**config.mk**
```make
export PLATFORM = sky130hd
export DESIGN_NAME = vga_scan_timer
export DESIGN_NICKNAME = d
export VERILOG_FILES = /design/src/rtl/vga_scan_pkg.sv /design/src/rtl/scan_axis_counter.sv /design/src/rtl/scan_axis_decode.sv /design/src/rtl/vga_scan_timer.sv
export SDC_FILE = /design/constraint.sdc
export NUM_CORES = 1
export LEC_CHECK = 0
export BUFFER_PORTS_ARGS = -buffer_cell sky130_fd_sc_hd__buf_2
export CAP_MARGIN = 20
export CORE_MARGIN = 4
export CORE_UTILIZATION = 30
export CTS_CLUSTER_SIZE = 14
export DETAILED_ROUTE_END_ITERATION = 16
export PLACE_DENSITY = 0.61
export SETUP_SLACK_MARGIN = 0.15
export SYNTH_ARGS = -nofsm -noshare
export SYNTH_HDL_FRONTEND = slang
export SYNTH_SLANG_ARGS = --single-unit
```
**constraint.sdc**
```tcl
create_clock -name clk -period 4 [get_ports clk]
set_input_delay 0 -clock clk [delete_from_list [all_inputs] [get_ports clk]]
set_output_delay 0 -clock clk [all_outputs]
set_load 0.01 [all_outputs]
```
**src/rtl/vga_scan_pkg.sv**
```systemverilog
// Package: default raster timing and cell-grid constants shared by the
// scan timer and its bench. Assumes a pixel clock near 25.175 MHz.
package vga_scan_pkg;
    localparam int DEF_CNT_W   = 10;
    localparam int DEF_H_VIS   = 640;
    localparam int DEF_H_FRONT = 16;
    localparam int DEF_H_SYNC  = 96;
    localparam int DEF_H_BACK  = 48;
    localparam int DEF_V_VIS   = 480;
    localparam int DEF_V_FRONT = 11;
    localparam int DEF_V_SYNC  = 2;
    localparam int DEF_V_BACK  = 31;
    localparam int DEF_SCALE_SH = 3;
    localparam int DEF_CELLS_X = 64;
    localparam int DEF_CELLS_Y = 32;
endpackage

```
**src/rtl/scan_axis_counter.sv**
```systemverilog
// Module: wrapping counter for one scan axis. Advances when adv is high,
// returns to zero after TOTAL-1. Assumes TOTAL fits in W bits.
module scan_axis_counter #(
    parameter int W     = 10,
    parameter int TOTAL = 800
) (
    input  logic         clk,
    input  logic         rst_n,
    input  logic         adv,
    output logic [W-1:0] count,
    output logic         at_end
);
    localparam logic [W-1:0] LAST = W'(TOTAL - 1);

    // Flags the final count of the axis.
    always_comb at_end = (count == LAST);

    // Counts with wrap; synchronous active-low clear.
    always_ff @(posedge clk) begin
        if (!rst_n)
            count <= '0;
        else if (adv)
            count <= at_end ? '0 : count + W'(1);
    end

    // wrap to zero after the last count
    assert_counter_wrap_R2: assert property (@(posedge clk) disable iff (!rst_n)
        (adv && at_end) |=> (count == '0));
    // single step otherwise
    assert_counter_step_R1: assert property (@(posedge clk) disable iff (!rst_n)
        (adv && !at_end) |=> (count == $past(count) + W'(1)));
    // no movement without an advance
    assert_counter_hold_R2: assert property (@(posedge clk) disable iff (!rst_n)
        !adv |=> $stable(count));
    // never beyond the last count
    assert_counter_range_R1: assert property (@(posedge clk) disable iff (!rst_n)
        count <= LAST);
endmodule

```
**src/rtl/scan_axis_decode.sv**
```systemverilog
// Module: decodes one axis count into sync, sync-start strobe, visible
// position and scaled cell index. Assumes VIS >= CELLS << SH.
module scan_axis_decode #(
    parameter int W     = 10,
    parameter int VIS   = 640,
    parameter int FRONT = 16,
    parameter int SYNC  = 96,
    parameter int CELLS = 64,
    parameter int SH    = 3,
    parameter int CW    = 6
) (
    input  logic          clk,
    input  logic          rst_n,
    input  logic [W-1:0]  count,
    output logic          sync_n,
    output logic          at_sync_begin,
    output logic          vis_ok,
    output logic [W-1:0]  vis_pos,
    output logic          cell_ok,
    output logic [CW-1:0] cell_pos
);
    localparam int SPAN   = CELLS << SH;
    localparam int BORDER = (VIS - SPAN) / 2;
    localparam logic [W-1:0] S_BEG   = W'(VIS + FRONT);
    localparam logic [W-1:0] S_END   = W'(VIS + FRONT + SYNC);
    localparam logic [W-1:0] VIS_L   = W'(VIS);
    localparam logic [W-1:0] CELL_LO = W'(BORDER);
    localparam logic [W-1:0] CELL_HI = W'(BORDER + SPAN);

    // Sync window and its first count.
    always_comb begin
        sync_n        = !((count >= S_BEG) && (count < S_END));
        at_sync_begin = (count == S_BEG);
    end

    // Visible position, zero outside the visible span.
    always_comb begin
        vis_ok  = (count < VIS_L);
        vis_pos = vis_ok ? count : '0;
    end

    // Cell index by dropping SH low bits of the border-relative position.
    always_comb begin
        cell_ok  = (count >= CELL_LO) && (count < CELL_HI);
        cell_pos = cell_ok ? CW'((count - CELL_LO) >> SH) : '0;
    end

    // sync never overlaps the visible span
    assert_sync_blank_R3: assert property (@(posedge clk) disable iff (!rst_n)
        !sync_n |-> !vis_ok);
    // cell area lies inside the visible span
    assert_cell_inside_R8: assert property (@(posedge clk) disable iff (!rst_n)
        cell_ok |-> vis_ok);
endmodule

```
**src/rtl/vga_scan_timer.sv**
```systemverilog
// Module: raster scan timer top. Chains a horizontal and a vertical axis
// counter, decodes both axes and forms line/frame strobes, the combined
// cell position and a checkerboard test pixel. Outputs are decoded from
// the registered counts in the same cycle. Synchronous active-low reset.
module vga_scan_timer
    import vga_scan_pkg::*;
#(
    parameter int CNT_W    = DEF_CNT_W,
    parameter int H_VIS    = DEF_H_VIS,
    parameter int H_FRONT  = DEF_H_FRONT,
    parameter int H_SYNC   = DEF_H_SYNC,
    parameter int H_BACK   = DEF_H_BACK,
    parameter int V_VIS    = DEF_V_VIS,
    parameter int V_FRONT  = DEF_V_FRONT,
    parameter int V_SYNC   = DEF_V_SYNC,
    parameter int V_BACK   = DEF_V_BACK,
    parameter int SCALE_SH = DEF_SCALE_SH,
    parameter int CELLS_X  = DEF_CELLS_X,
    parameter int CELLS_Y  = DEF_CELLS_Y,
    parameter int CXW      = $clog2(CELLS_X),
    parameter int CYW      = $clog2(CELLS_Y)
) (
    input  logic             clk,
    input  logic             rst_n,
    output logic             hsync_n,
    output logic             vsync_n,
    output logic             line_start,
    output logic             frame_start,
    output logic [CNT_W-1:0] px_x,
    output logic             px_x_ok,
    output logic [CNT_W-1:0] px_y,
    output logic             px_y_ok,
    output logic [CXW-1:0]   cell_x,
    output logic [CYW-1:0]   cell_y,
    output logic             cell_ok,
    output logic             checker_on
);
    localparam int H_TOTAL = H_VIS + H_FRONT + H_SYNC + H_BACK;
    localparam int V_TOTAL = V_VIS + V_FRONT + V_SYNC + V_BACK;

    logic [CNT_W-1:0] h_cnt, v_cnt;
    logic             h_end, v_end;
    logic             h_sbeg, v_sbeg;
    logic             h_cok, v_cok;
    logic [CXW-1:0]   h_cell;
    logic [CYW-1:0]   v_cell;

    scan_axis_counter #(.W(CNT_W), .TOTAL(H_TOTAL)) u_hcnt (
        .clk(clk), .rst_n(rst_n), .adv(1'b1), .count(h_cnt), .at_end(h_end));

    scan_axis_counter #(.W(CNT_W), .TOTAL(V_TOTAL)) u_vcnt (
        .clk(clk), .rst_n(rst_n), .adv(h_end), .count(v_cnt), .at_end(v_end));

    scan_axis_decode #(.W(CNT_W), .VIS(H_VIS), .FRONT(H_FRONT), .SYNC(H_SYNC),
        .CELLS(CELLS_X), .SH(SCALE_SH), .CW(CXW)) u_hdec (
        .clk(clk), .rst_n(rst_n), .count(h_cnt), .sync_n(hsync_n),
        .at_sync_begin(h_sbeg), .vis_ok(px_x_ok), .vis_pos(px_x),
        .cell_ok(h_cok), .cell_pos(h_cell));

    scan_axis_decode #(.W(CNT_W), .VIS(V_VIS), .FRONT(V_FRONT), .SYNC(V_SYNC),
        .CELLS(CELLS_Y), .SH(SCALE_SH), .CW(CYW)) u_vdec (
        .clk(clk), .rst_n(rst_n), .count(v_cnt), .sync_n(vsync_n),
        .at_sync_begin(v_sbeg), .vis_ok(px_y_ok), .vis_pos(px_y),
        .cell_ok(v_cok), .cell_pos(v_cell));

    // Line and frame strobes at the sync-start counts.
    always_comb begin
        line_start  = h_sbeg;
        frame_start = h_sbeg && v_sbeg;
    end

    // Combined cell position, zero outside the cell area.
    always_comb begin
        cell_ok = h_cok && v_cok;
        cell_x  = cell_ok ? h_cell : '0;
        cell_y  = cell_ok ? v_cell : '0;
    end

    // Checkerboard test pixel from the cell parity.
    always_comb checker_on = cell_ok && (cell_x[0] ^ cell_y[0]);

    // line strobe coincides with the horizontal sync start
    assert_line_in_sync_R5: assert property (@(posedge clk) disable iff (!rst_n)
        line_start |-> !hsync_n);
    // frame strobe is a line strobe inside vertical sync
    assert_frame_in_sync_R6: assert property (@(posedge clk) disable iff (!rst_n)
        frame_start |-> (line_start && !vsync_n));
    // vertical count wraps only at the end of a line
    assert_vwrap_at_line_end_R2: assert property (@(posedge clk) disable iff (!rst_n)
        v_end && !h_end |=> v_end);
    // checker pixel only inside the cell area
    assert_checker_gated_R9: assert property (@(posedge clk) disable iff (!rst_n)
        checker_on |-> cell_ok);
    // reset leaves the scan at the top-left position
    assert_reset_clear_R10: assert property (@(posedge clk)
        !rst_n |=> (px_x == '0 && px_y == '0 && px_x_ok && px_y_ok));
endmodule

```
==> impl_summary.md <==
Critical path
The critical register-to-register path endpoint is u_vcnt.count[5]. Along the worst path, the maximum fanout reaches 9. For this run, the slowest stage of the critical path takes 630 ps. The depth of the most critical reg-to-reg path is 5. The startpoint of the worst register-to-register path is u_hcnt.count[0]. The kind of cell with the highest combined delay along the critical path is compound AO/OA/AOI/OAI gates. The worst setup path category is flip-flop to primary output. For the worst setup path, the data required time is 4000 ps. The startpoint type of the worst setup path is a flip-flop. The arrival time at the worst endpoint is 2390 ps. Setup slack on the worst reg-to-reg path comes out at 1680 ps. The critical path goes through inv_1 > ha_1 > nor4bb_1 > o21a_1 > o311ai_2 > inv_2 > and2_1 > buf_2. The slowest cell on the critical path is sky130_fd_sc_hd__o311ai_2.

The count of buffering cells on the critical path with inverters included is 3. The worst setup path is captured at a primary output.

Detailed routing
The total routed wirelength is 3742 um. Before antenna repair, the detailed router went through 4 iterations. The routed layout has 1436 vias. The average wire length per cell after detail routing is 12.64 um.

The detailed-route vias per instance is 4.851. After detailed routing, the number of remaining DRC violations is 0. The iteration-0 DRC count of the detailed router is 102. The remaining antenna violation count is 0.

Clock tree
Once the clock tree was built, the setup fixing pass inserted 0 buffers. For the worst-skew pair, the clock arrives at the later sink with an insertion delay of 250 ps. The number of buffers created by CTS is 3. The TritonCTS clock tree is yes. The H-tree depth reported by CTS is 1. For this design, the sink count on the clock tree is 20. The clock root buffer is sky130_fd_sc_hd__clkbuf_8. The post-CTS clock slew at the launch and capture registers of the worst setup and hold paths is 70 ps. In this run, post-CTS hold repair placed 0 buffers.

The longest clock path from root to sink contains 2 buffers. The post-cts sizing count is 0.

Timing
The number of hold violations in the final report is 0. Subtracting the final worst setup slack from the clock period gives 2387 ps. The transition at the pin with the smallest max-transition slack is 753.8 ps.

The final clock period utilization by the worst path is 0.5968. The maximum clock rate is 0.4189 GHz. Setup repair after global routing left no endpoint under its margin. Clock skew on the completed layout was measured at 1.437 ps. The total of endpoints with negative setup slack in the final report is 0.

For the final routed database, the setup TNS stands at 0 ps. The least setup slack across all paths after layout is 1613 ps. The final-report max-slew violation count was 0.

Measured against its own limit, the worst slew margin works out to 0.4966.

Placed design
Detailed placement ended at an HPWL of 2898 um. The final estimated routing congestion in global placement is 0.8159. Before CTS, the worst setup slack after placement is 1691 ps. After detailed placement, the design holds a cell count of 293. In this run the tool buffered the top-level ports with 39 buffer cells.

Global routing
The most heavily used metal layer in global routing is met2. The via count of the first global-routing pass came to 1414. The number of antenna violations at the first check in global routing is 0. The met2 usage is 0.2243. The total overflow left after global routing is 0. For met3 alone, demand over resource in global routing was 0.02144. The total global-route track usage is 0.1254. The first global-routing pass estimated 6555 um of wire. In the global route stage, met1 resource usage came out at 0.1563. The pin count of the biggest net entering global routing is 14.

Min path
The launch point of the worst hold path is rst_n. The number of instances on the worst hold path is 2. The path with the worst hold slack has its endpoint at u_hcnt.count[4]. The class of the tightest hold or removal check is input port to flip-flop.

Floorplan
For this design the top-level I/O count stands at 41. Row generation in the floorplan step produced 25 rows. The initial cell density of the core is 0.3197. The vertical die dimension is 79.89 um. The die width is 79.89 um. The floorplan step defined a die boundary enclosing 6382 sq um. The region available for standard cell placement spans 4848 sq um.

Status
The run finished with clean final reports.

Power
Dividing total power by cell area gives a power density of 196.8 nW/um^2. The total chip power is 0.3551 mW. The maximum VDD drop is 111.4 uV. Summed over all cells, the static leakage comes to 0.8137 nW.

Synth
Yosys instantiated no cell more often than sky130_fd_sc_hd__nor2_1. Yosys mapped a number of flops with a built-in enable equal to 0. The total standard cell area after synthesis is 1550 sq um. By area the synthesized netlist is led by sky130_fd_sc_hd__dfxtp_1 (26%), sky130_fd_sc_hd__ha_1 (11%), sky130_fd_sc_hd__and2_1 (8.9%), sky130_fd_sc_hd__xnor2_1 (7.9%), sky130_fd_sc_hd__nor2_1 (6.3%). Of the post-synthesis cell area, the dominant cell type holds 0.2583. The net count after synthesis is 214. The most used flip-flop cell after synthesis is sky130_fd_sc_hd__dfxtp_1. Of the synthesized area, sequential elements account for 0.2583. Averaged over all synthesized cells, the footprint is 7.829 sq um. In the synthesized netlist the async set-or-reset flop fraction comes to 0. After synthesis, the netlist uses 45 different library cells. Counting instances in the post-synthesis netlist gives the leading cell types as sky130_fd_sc_hd__nor2_1 (26), sky130_fd_sc_hd__and2_1 (22), sky130_fd_sc_hd__dfxtp_1 (20).

The instance count of the mapped netlist is 198. The register bit total from synthesis is 20. The biggest area contributor in the post-synthesis netlist is sky130_fd_sc_hd__dfxtp_1. The number of synthesis warnings is 0.

Finish
In the final layout, the share of cells above drive strength 1 is 0.2140. The number of antenna diodes in the final layout is 0. The utilization of the core after routing is 0.3721.

The relative area change from synthesis to final layout is 16.38%. For this run, the post-layout net count is 247. The number of standard cells in the final layout excluding fillers is 296.

Flow run
The max-capacitance violation count is 0.
==> how the worst max path moves through the flow <==
stage               cells after the start            start  slack, ps         endpoint
floorplan                               6  u_hcnt.count[7]       2210  u_vcnt.count[9]
global placement                        5  u_hcnt.count[0]       1800  u_vcnt.count[6]
CTS                                     8  u_vcnt.count[0]       1600        cell_y[2]
global route                            7  u_vcnt.count[4]       1450        cell_y[2]
finish                                  8  u_vcnt.count[0]       1610        cell_y[2]
detailed placement                      5  u_hcnt.count[0]       1690  u_vcnt.count[5]
==> routing by layer <==
layer	vias to the layer above	wire length, um
met2	29	1839
li1	726	-
met4	0	31
met3	2	144
met1	679	1726
met5	-	0
==> state kept, by name, indices dropped and copies added (netlist names) <==
register and count:
u_hcnt.count 10, u_vcnt.count 10
==> cell families (layout without fill, tap and decap cells) <==
family / count (synthesis) / after routing / share of synthesized area
AND/OR/NAND/NOR: 102 / 102 / 0.3640
buffers and inverters: 24 / 55 / 0.07424
AO/OA/AOI/OAI: 21 / 21 / 0.09766
flip-flops: 20 / 20 / 0.2583
XOR/XNOR: 16 / 16 / 0.09040
adder cells (fa/ha/maj): 14 / 14 / 0.1130
other: 1 / 1 / 0.002419
==> report_power, final <==
part	switching [mW]	internal [mW]
Clock	0.0653	0.0670
Sequential	0.00350	0.201
Combinational	0.0106	0.00730
Total	0.0793	0.276
==> layout by cell type (no fill, tap or decap), types with 6 or more instances in the layout <==
cell type                  n
sky130_fd_sc_hd__dfxtp_1  20
sky130_fd_sc_hd__xnor2_1  14
sky130_fd_sc_hd__nor4_1    6
sky130_fd_sc_hd__ha_1     14
sky130_fd_sc_hd__buf_2    39
sky130_fd_sc_hd__nand2_1  13
sky130_fd_sc_hd__nand3_1   8
sky130_fd_sc_hd__and2_1   22
sky130_fd_sc_hd__inv_1    12
sky130_fd_sc_hd__nor2_1   26
==> metrics by stage <==
stage | instance area, sq um | hold slack, ps
final | 1804 | 25.61
after global routing | 1804 | 41.07
after CTS | 1804 | 28.87
after detailed placement | 1763 | 289.4
after global placement | 1763 | 293.1
after floorplan | 1550 | 121.7
==> layout make-up <==
class	count	area [sq um]
Fill cell	517	3044
Sequential cell	20	400.4
Multi-Input combinational cell	154	1035
Tap cell	67	83.83
Clock buffer	3	41.29
Timing Repair Buffer	39	195.2
Inverter	13	48.80
Note: power is estimated with default switching activity, not from simulation.
